--- src/rtl/tsc_pkg.sv ---
package tsc_pkg;

    localparam int TSC_W = 64;

    typedef enum logic [1:0] {
        SEL_NONE,
        SEL_CNT,
        SEL_ADJ
    } reg_sel_t;

    typedef enum logic [1:0] {
        S_IDLE,
        S_RD_REPLY,
        S_WR_DONE,
        S_BAD
    } acc_state_t;

endpackage

--- src/rtl/tsc_base_counter.sv ---
module tsc_base_counter #(
    parameter int W = 64
) (
    input  logic         clk,
    input  logic         rst_n,
    output logic [W-1:0] count
);

    always_ff @(posedge clk or negedge rst_n) begin
        if (!rst_n) begin
            count <= '0;
        end else begin
            count <= count + W'(1);
        end
    end

endmodule

--- src/rtl/tsc_decode.sv ---
module tsc_decode
    import tsc_pkg::*;
#(
    parameter int              NPROC    = 4,
    parameter int              CPU_W    = 2,
    parameter int              ADDR_W   = 12,
    parameter logic [ADDR_W-1:0] CNT_ADDR = 12'h010,
    parameter logic [ADDR_W-1:0] ADJ_ADDR = 12'h03B
) (
    input  logic [CPU_W-1:0]  cpu,
    input  logic [ADDR_W-1:0] addr,
    output reg_sel_t          sel
);

    localparam int CPU_SPAN = 1 << CPU_W;

    logic cpu_ok;

    generate
        if (NPROC >= CPU_SPAN) begin : g_full
            assign cpu_ok = 1'b1;
        end else begin : g_part
            assign cpu_ok = ({1'b0, cpu} < (CPU_W+1)'(NPROC));
        end
    endgenerate

    always_comb begin
        sel = SEL_NONE;
        if (cpu_ok) begin
            if (addr == CNT_ADDR) begin
                sel = SEL_CNT;
            end else if (addr == ADJ_ADDR) begin
                sel = SEL_ADJ;
            end
        end
    end

endmodule

--- src/rtl/tsc_cpu_slot.sv ---
module tsc_cpu_slot #(
    parameter int W = 64
) (
    input  logic         clk,
    input  logic         rst_n,
    input  logic         wr_cnt,
    input  logic         wr_adj,
    input  logic [W-1:0] wdata,
    input  logic [W-1:0] base,
    output logic [W-1:0] off_q,
    output logic [W-1:0] adj_q
);

    logic [W-1:0] off_from_cnt;
    logic [W-1:0] adj_delta;

    // Offset implied by a time-stamp write, using the pre-edge base count.
    assign off_from_cnt = wdata - base;
    // Signed (wrapped) change requested by an adjust write.
    assign adj_delta    = wdata - adj_q;

    always_ff @(posedge clk or negedge rst_n) begin
        if (!rst_n) begin
            off_q <= '0;
            adj_q <= '0;
        end else if (wr_cnt) begin
            adj_q <= adj_q + (off_from_cnt - off_q);
            off_q <= off_from_cnt;
        end else if (wr_adj) begin
            off_q <= off_q + adj_delta;
            adj_q <= wdata;
        end
    end

endmodule

--- src/rtl/tsc_access_fsm.sv ---
module tsc_access_fsm
    import tsc_pkg::*;
#(
    parameter int W = 64
) (
    input  logic         clk,
    input  logic         rst_n,
    input  logic         req,
    input  logic         wr,
    input  reg_sel_t     sel,
    input  logic [W-1:0] rd_value,
    output logic         rd_valid,
    output logic [W-1:0] rd_data,
    output logic         err
);

    acc_state_t state_q;
    acc_state_t state_d;
    logic [W-1:0] data_q;

    always_comb begin
        state_d = S_IDLE;
        if (req) begin
            unique case (sel)
                SEL_NONE: state_d = S_BAD;
                SEL_CNT,
                SEL_ADJ:  state_d = wr ? S_WR_DONE : S_RD_REPLY;
                default:  state_d = S_BAD;
            endcase
        end
    end

    always_ff @(posedge clk or negedge rst_n) begin
        if (!rst_n) begin
            state_q <= S_IDLE;
        end else begin
            state_q <= state_d;
        end
    end

    always_ff @(posedge clk or negedge rst_n) begin
        if (!rst_n) begin
            data_q <= '0;
        end else if (state_d == S_RD_REPLY) begin
            data_q <= rd_value;
        end else begin
            data_q <= '0;
        end
    end

    always_comb begin
        rd_valid = 1'b0;
        err      = 1'b0;
        unique case (state_q)
            S_IDLE:     ;
            S_RD_REPLY: rd_valid = 1'b1;
            S_WR_DONE:  ;
            S_BAD:      err = 1'b1;
            default:    ;
        endcase
        rd_data = data_q;
    end

endmodule

--- src/rtl/tsc_adjust_unit.sv ---
module tsc_adjust_unit
    import tsc_pkg::*;
#(
    parameter int                NPROC    = 4,
    parameter int                ADDR_W   = 12,
    parameter logic [ADDR_W-1:0] CNT_ADDR = 12'h010,
    parameter logic [ADDR_W-1:0] ADJ_ADDR = 12'h03B,
    localparam int               CPU_W    = (NPROC > 1) ? $clog2(NPROC) : 1,
    localparam int               W        = TSC_W
) (
    input  logic              clk,
    input  logic              rst_n,
    input  logic              req,
    input  logic              wr,
    input  logic [CPU_W-1:0]  cpu,
    input  logic [ADDR_W-1:0] addr,
    input  logic [W-1:0]      wdata,
    output logic              rd_valid,
    output logic [W-1:0]      rd_data,
    output logic              err
);

    reg_sel_t     sel;
    logic [W-1:0] base;
    logic [W-1:0] off_q [NPROC];
    logic [W-1:0] adj_q [NPROC];
    logic [NPROC*W-1:0] off_flat;
    logic [NPROC*W-1:0] adj_flat;
    logic [W-1:0] pick_off;
    logic [W-1:0] pick_adj;
    logic [W-1:0] rd_value;

    tsc_base_counter #(.W(W)) u_base (
        .clk   (clk),
        .rst_n (rst_n),
        .count (base)
    );

    tsc_decode #(
        .NPROC    (NPROC),
        .CPU_W    (CPU_W),
        .ADDR_W   (ADDR_W),
        .CNT_ADDR (CNT_ADDR),
        .ADJ_ADDR (ADJ_ADDR)
    ) u_decode (
        .cpu  (cpu),
        .addr (addr),
        .sel  (sel)
    );

    generate
        for (genvar i = 0; i < NPROC; i++) begin : g_slot
            logic hit;
            assign hit = req && wr && (cpu == CPU_W'(i));

            tsc_cpu_slot #(.W(W)) u_slot (
                .clk    (clk),
                .rst_n  (rst_n),
                .wr_cnt (hit && (sel == SEL_CNT)),
                .wr_adj (hit && (sel == SEL_ADJ)),
                .wdata  (wdata),
                .base   (base),
                .off_q  (off_q[i]),
                .adj_q  (adj_q[i])
            );

            assign off_flat[i*W +: W] = off_q[i];
            assign adj_flat[i*W +: W] = adj_q[i];
        end
    endgenerate

    always_comb begin
        pick_off = '0;
        pick_adj = '0;
        for (int i = 0; i < NPROC; i++) begin
            if (cpu == CPU_W'(i)) begin
                pick_off = off_flat[i*W +: W];
                pick_adj = adj_flat[i*W +: W];
            end
        end
        rd_value = (sel == SEL_CNT) ? (base + pick_off) : pick_adj;
    end

    tsc_access_fsm #(.W(W)) u_fsm (
        .clk      (clk),
        .rst_n    (rst_n),
        .req      (req),
        .wr       (wr),
        .sel      (sel),
        .rd_value (rd_value),
        .rd_valid (rd_valid),
        .rd_data  (rd_data),
        .err      (err)
    );

endmodule

--- config.mk ---
export PLATFORM = sky130hd
export DESIGN_NAME = tsc_adjust_unit
export DESIGN_NICKNAME = d
export VERILOG_FILES = /design/src/rtl/tsc_pkg.sv /design/src/rtl/tsc_base_counter.sv /design/src/rtl/tsc_decode.sv /design/src/rtl/tsc_cpu_slot.sv /design/src/rtl/tsc_access_fsm.sv /design/src/rtl/tsc_adjust_unit.sv
export SDC_FILE = /design/constraint.sdc
export NUM_CORES = 2
export LEC_CHECK = 0
export BUFFER_PORTS_ARGS = -buffer_cell sky130_fd_sc_hd__buf_2
export CAP_MARGIN = 20
export CORE_MARGIN = 5
export CORE_UTILIZATION = 50
export CTS_CLUSTER_DIAMETER = 200
export CTS_CLUSTER_SIZE = 20
export DETAILED_ROUTE_END_ITERATION = 12
export PLACE_DENSITY = 0.68
export REMOVE_ABC_BUFFERS = 1
export SLEW_MARGIN = 20
export SYNTH_ARGS = -nofsm -noshare
export SYNTH_HDL_FRONTEND = slang
export SYNTH_SLANG_ARGS = --single-unit
--- constraint.sdc ---
create_clock -name clk -period 6.6 [get_ports clk]
set_input_delay 1.65 -clock clk [delete_from_list [all_inputs] [get_ports clk]]
set_output_delay 1.65 -clock clk [all_outputs]
set_load 0.005 [all_outputs]
==> results.txt <==
----------------------------------------------------
[Outcome]
  Status ... complete, but fails checks
  Failing checks ... setup timing

[Floorplan]
  Chip Width ... 407 µm
  Floorplan row count ... approximately 150
  Die Footprint ... 0.165 mm²
  Core Footprint ... 0.156 mm²
  Io pins ... 148
  Vertical die dimension ... 407 µm
  Initial Utilization ... 50.3%

[Setup path]
  Crit end category ... flip-flop
  Critical path origin ... wdata[4]
  Endpoint of the lowest-slack register-to-register path ... g_slot[0].u_slot.adj_q[56]
  Setup slack on the worst flop-to-flop path ... 0.06 ns
  Setup crit start kind ... input port
  Critical path data arrival time ... roughly 7.8 ns
  Cell with the largest stage delay on the worst path ... sky130_fd_sc_hd__fa_2
  CP Class ... input port to flip-flop
  Required time worst endpoint ... 7.22 ns
  Reg2reg start ... u_base.count[2]
  Worst-case reg-to-reg path depth ... 31
  Worst-path maximum fanout ... 4
  Maximum single-stage delay on the critical path ... ~0.64 ns
  Crit path top cell by count ... sky130_fd_sc_hd__buf_6

[Pwr]
  Pwr Density ... ~120 mW/mm²
  Maximum ir drop on the vdd rail ... 188 µV
  Standby leakage power ... approximately 48 nW

[Timing]
  Fin. max-slew vios ... 0
  Total negative setup slack ... -20.73 ns
  Layout Skew ... 0.0561 ns
  Setup repair after global routing missed its margin ... yes
  Max-Slew Margin vs Limit ... between 15 and 20%
  Final number of hold-violating endpoints ... 0
  Min Clock Period, post-route ... 7.13 ns
  Least-Margin Pin Slew ... 1.23 ns
  Top achievable clock speed ... 0.140 GHz
  Final number of setup-violating endpoints ... 81
  Minimum setup slack in the final design ... -0.528 ns
  Post-route clock period utilization ... 108%

[Route]
  Vias ... 85,215
  Ratio of routed vias to standard cells ... 6.48
  Detailed-route DRC error count ... 0
  Initial DRC Count ... ~11,000
  Post-Route WL ... around 390,000 µm
  Iteration count of the initial detailed-routing pass ... 7
  Number of routed nets with antenna violations ... 0
  Final routed wire length divided by cell count ... 29.9 µm

[Worst hold path]
  Cell depth of the worst hold path ... 1
  Launch point of the worst hold path ... u_base.count[46]
  Endpoint of the worst hold path ... u_base.count[46]
  Type of the tightest min-delay check ... flip-flop to flip-flop

[Cells and area]
  Layout-stage area growth over the synthesis result ... 29.1%
  Commonest non-fill, non-tap cell in the layout ... sky130_fd_sc_hd__buf_4
  Share of layout cells above drive strength 1 ... 26.7%
  Number of nets in the final layout ... 12,304
  Commonest non-fill, non-tap cells in the layout ... sky130_fd_sc_hd__buf_4, sky130_fd_sc_hd__inv_1, sky130_fd_sc_hd__a21oi_1

[Synthesis]
  Async set-reset flop share out of synthesis ... 100%
  Sequential area share after synthesis ... 20.4%
  Number of distinct library cells after synthesis ... 99
  Syn_area_per_cell ... ~8.3 µm²
  Number of enable-type register cells in the synthesized netlist ... 0
  Post-synthesis instance area ... 0.0786 mm²
  #FFs+latches synth ... 642
  Synthesized instance count ... ~9,400
  Warning count from the yosys run ... 0
  Top_reg_cell synth ... sky130_fd_sc_hd__dfrtp_1

[Clocking]
  Clock tree root buffer cell ... sky130_fd_sc_hd__clkbuf_16
  H-Tree Depth ... 2
  Clock tree from TritonCTS ... built
  Number of buffers created by CTS ... 38
  Worst skew pair latency ... about 0.71 ns
  Number of buffers inserted by hold repair at cts ... 0
  TritonCTS Sinks ... 642
  CTS Buffer Depth ... 3
  Clock slew seen by the registers of the worst setup and hold paths ... 0.11 ns

[Placed design]
  Count of buffers inserted at the top-level ports ... around 150
  Worst slack at placement ... -2.04 ns
  Detailed placer's ending HPWL ... 312,000 µm
  Global placement routability congestion ... 1.13

[Job]
  Max Cap Violations ... 0

[Global routing]
  Via count of the first global-routing pass ... a little over 80,000
  Maximum number of pins on one net before global-route repair ... roughly 180
  Gr usage total ... between 40 and 50%
  Wire length of the first global-routing pass ... 561,000 µm
  Total overflow reported by the global router ... 0
  Antenna violations before repair ... 23

----------------------------------------------------
cell type report:
class                   count  area, µm²
repair buffers           2098      16400
inverters                1051       3950
clock inverters             3       52.6
fillers                 13485      54900
well taps                2058       2570
clock buffers              39        976
diodes                     17       42.5
multi-input cells        7246      61400
flip-flops and latches    642      16100
worst max-delay path by stage:
stage	end	slack, ns	cells past startpoint
3_5_place_dp	g_slot[2].u_slot.adj_q[57]	-2.04	34
3_3_place_gp	g_slot[2].u_slot.adj_q[57]	-2.05	34
2_1_floorplan	g_slot[0].u_slot.off_q[31]	-9.83	7
6_report	g_slot[0].u_slot.adj_q[56]	-0.53	30
5_1_grt	g_slot[2].u_slot.adj_q[57]	-0.63	33
4_1_cts	g_slot[1].u_slot.adj_q[60]	-0.36	33
cells by family after synthesis:
family                   after synthesis  share of synthesized area [%]
XOR/XNOR                             649                           7.23
adder cells (fa/ha/maj)             1145                           23.0
AO/OA/AOI/OAI                       3132                           25.2
multiplexers                         135                           3.76
flip-flops                           642                           20.4
buffers and inverters               1531                           7.41
AND/OR/NAND/NOR                     2185                           13.0
stage by stage:
stage	cell area, µm²	std cells	power, mW	hold slack (ns)	utilization (%)
floorplan	76800	8939	6.29	0.465	-
global placement	94300	12953	8.55	0.484	60.3
detailed placement	94300	12953	8.59	0.502	60.3
CTS	98700	13085	11.6	0.521	63.1
global route	101000	13140	12.4	0.540	64.9
finish	102000	13154	12.1	0.520	64.9
per-layer routing:
metal	share of wire (%)	vias up	global-route usage (%)
met5	0.021	-	0
met4	9.2	14	32.1
met3	12	1503	14.9
met2	41	5668	67.0
met1	37	41317	58.7
li1	-	36713	-
sequential cells by signal (all words and copies together), names as in the netlist:
name / cells
u_fsm.rd_data: 64
u_base.count: 64
g_slot.u_slot.off_q: 256
u_fsm.state_q: 2
g_slot.u_slot.adj_q: 256
report_power, final:
group / internal [mW] / switching (mW) / total, mW / leakage [nW]
Clock: 1.08 / 1.72 / 2.80 / 0.504
Combinational: 2.31 / 3.02 / 5.33 / 40.2
Sequential: 3.94 / 0.00825 / 3.94 / 7.72
critical path: cells and delay by family:
| kind | cells | cell delay, ns |
|---|---|---|
| AND/OR/NAND/NOR | 2 | 0.25 |
| AO/OA/AOI/OAI | 15 | 3.32 |
| buffers and inverters | 8 | 1.17 |
| adder cells (fa/ha/maj) | 3 | 1.11 |
| XOR/XNOR | 2 | 0.22 |
cells in the mapped netlist (20+ instances only):
cell type,n,share of area (%)
sky130_fd_sc_hd__a21oi_1,913,5.8
sky130_fd_sc_hd__o211ai_1,72,0.69
sky130_fd_sc_hd__o221ai_1,49,0.55
sky130_fd_sc_hd__xnor2_1,429,4.8
sky130_fd_sc_hd__nand3_1,163,1.0
sky130_fd_sc_hd__a21o_1,385,3.7
sky130_fd_sc_hd__xor2_1,220,2.5
sky130_fd_sc_hd__a211oi_1,168,1.6
sky130_fd_sc_hd__and3_1,84,0.67
sky130_fd_sc_hd__ha_1,639,10
sky130_fd_sc_hd__nor4_1,32,0.25
sky130_fd_sc_hd__or2_2,20,0.16
sky130_fd_sc_hd__clkbuf_1,421,2.0
sky130_fd_sc_hd__dfrtp_1,642,20
sky130_fd_sc_hd__nand2_1,808,3.9
sky130_fd_sc_hd__nor2b_1,83,0.66
sky130_fd_sc_hd__o31ai_1,44,0.42
sky130_fd_sc_hd__o21ai_1,22,0.14
sky130_fd_sc_hd__a211o_1,23,0.26
sky130_fd_sc_hd__nand4_1,175,1.4
sky130_fd_sc_hd__o22ai_1,181,1.4
sky130_fd_sc_hd__fa_1,506,13
sky130_fd_sc_hd__a31oi_1,97,0.77
sky130_fd_sc_hd__nor3_1,90,0.57
sky130_fd_sc_hd__a221o_1,24,0.31
sky130_fd_sc_hd__nor2_1,497,2.4
sky130_fd_sc_hd__o21a_1,76,0.73
sky130_fd_sc_hd__a41oi_1,21,0.23
sky130_fd_sc_hd__o21bai_1,118,1.1
sky130_fd_sc_hd__nand2b_1,75,0.60
sky130_fd_sc_hd__and2_1,75,0.60
sky130_fd_sc_hd__o21ai_0,664,4.2
sky130_fd_sc_hd__mux4_2,127,3.6
sky130_fd_sc_hd__buf_1,44,0.21
sky130_fd_sc_hd__or3_1,30,0.24
sky130_fd_sc_hd__inv_1,1051,5.0
sky130_fd_sc_hd__a221oi_1,99,1.1
what timing repair did:
action,in CTS,in global routing
resized for setup,547,478
endpoints found under the setup margin,145,133
pin swaps,309,353
buffers inserted,100,80
No activity file was read; power rests on OpenSTA's default activity.
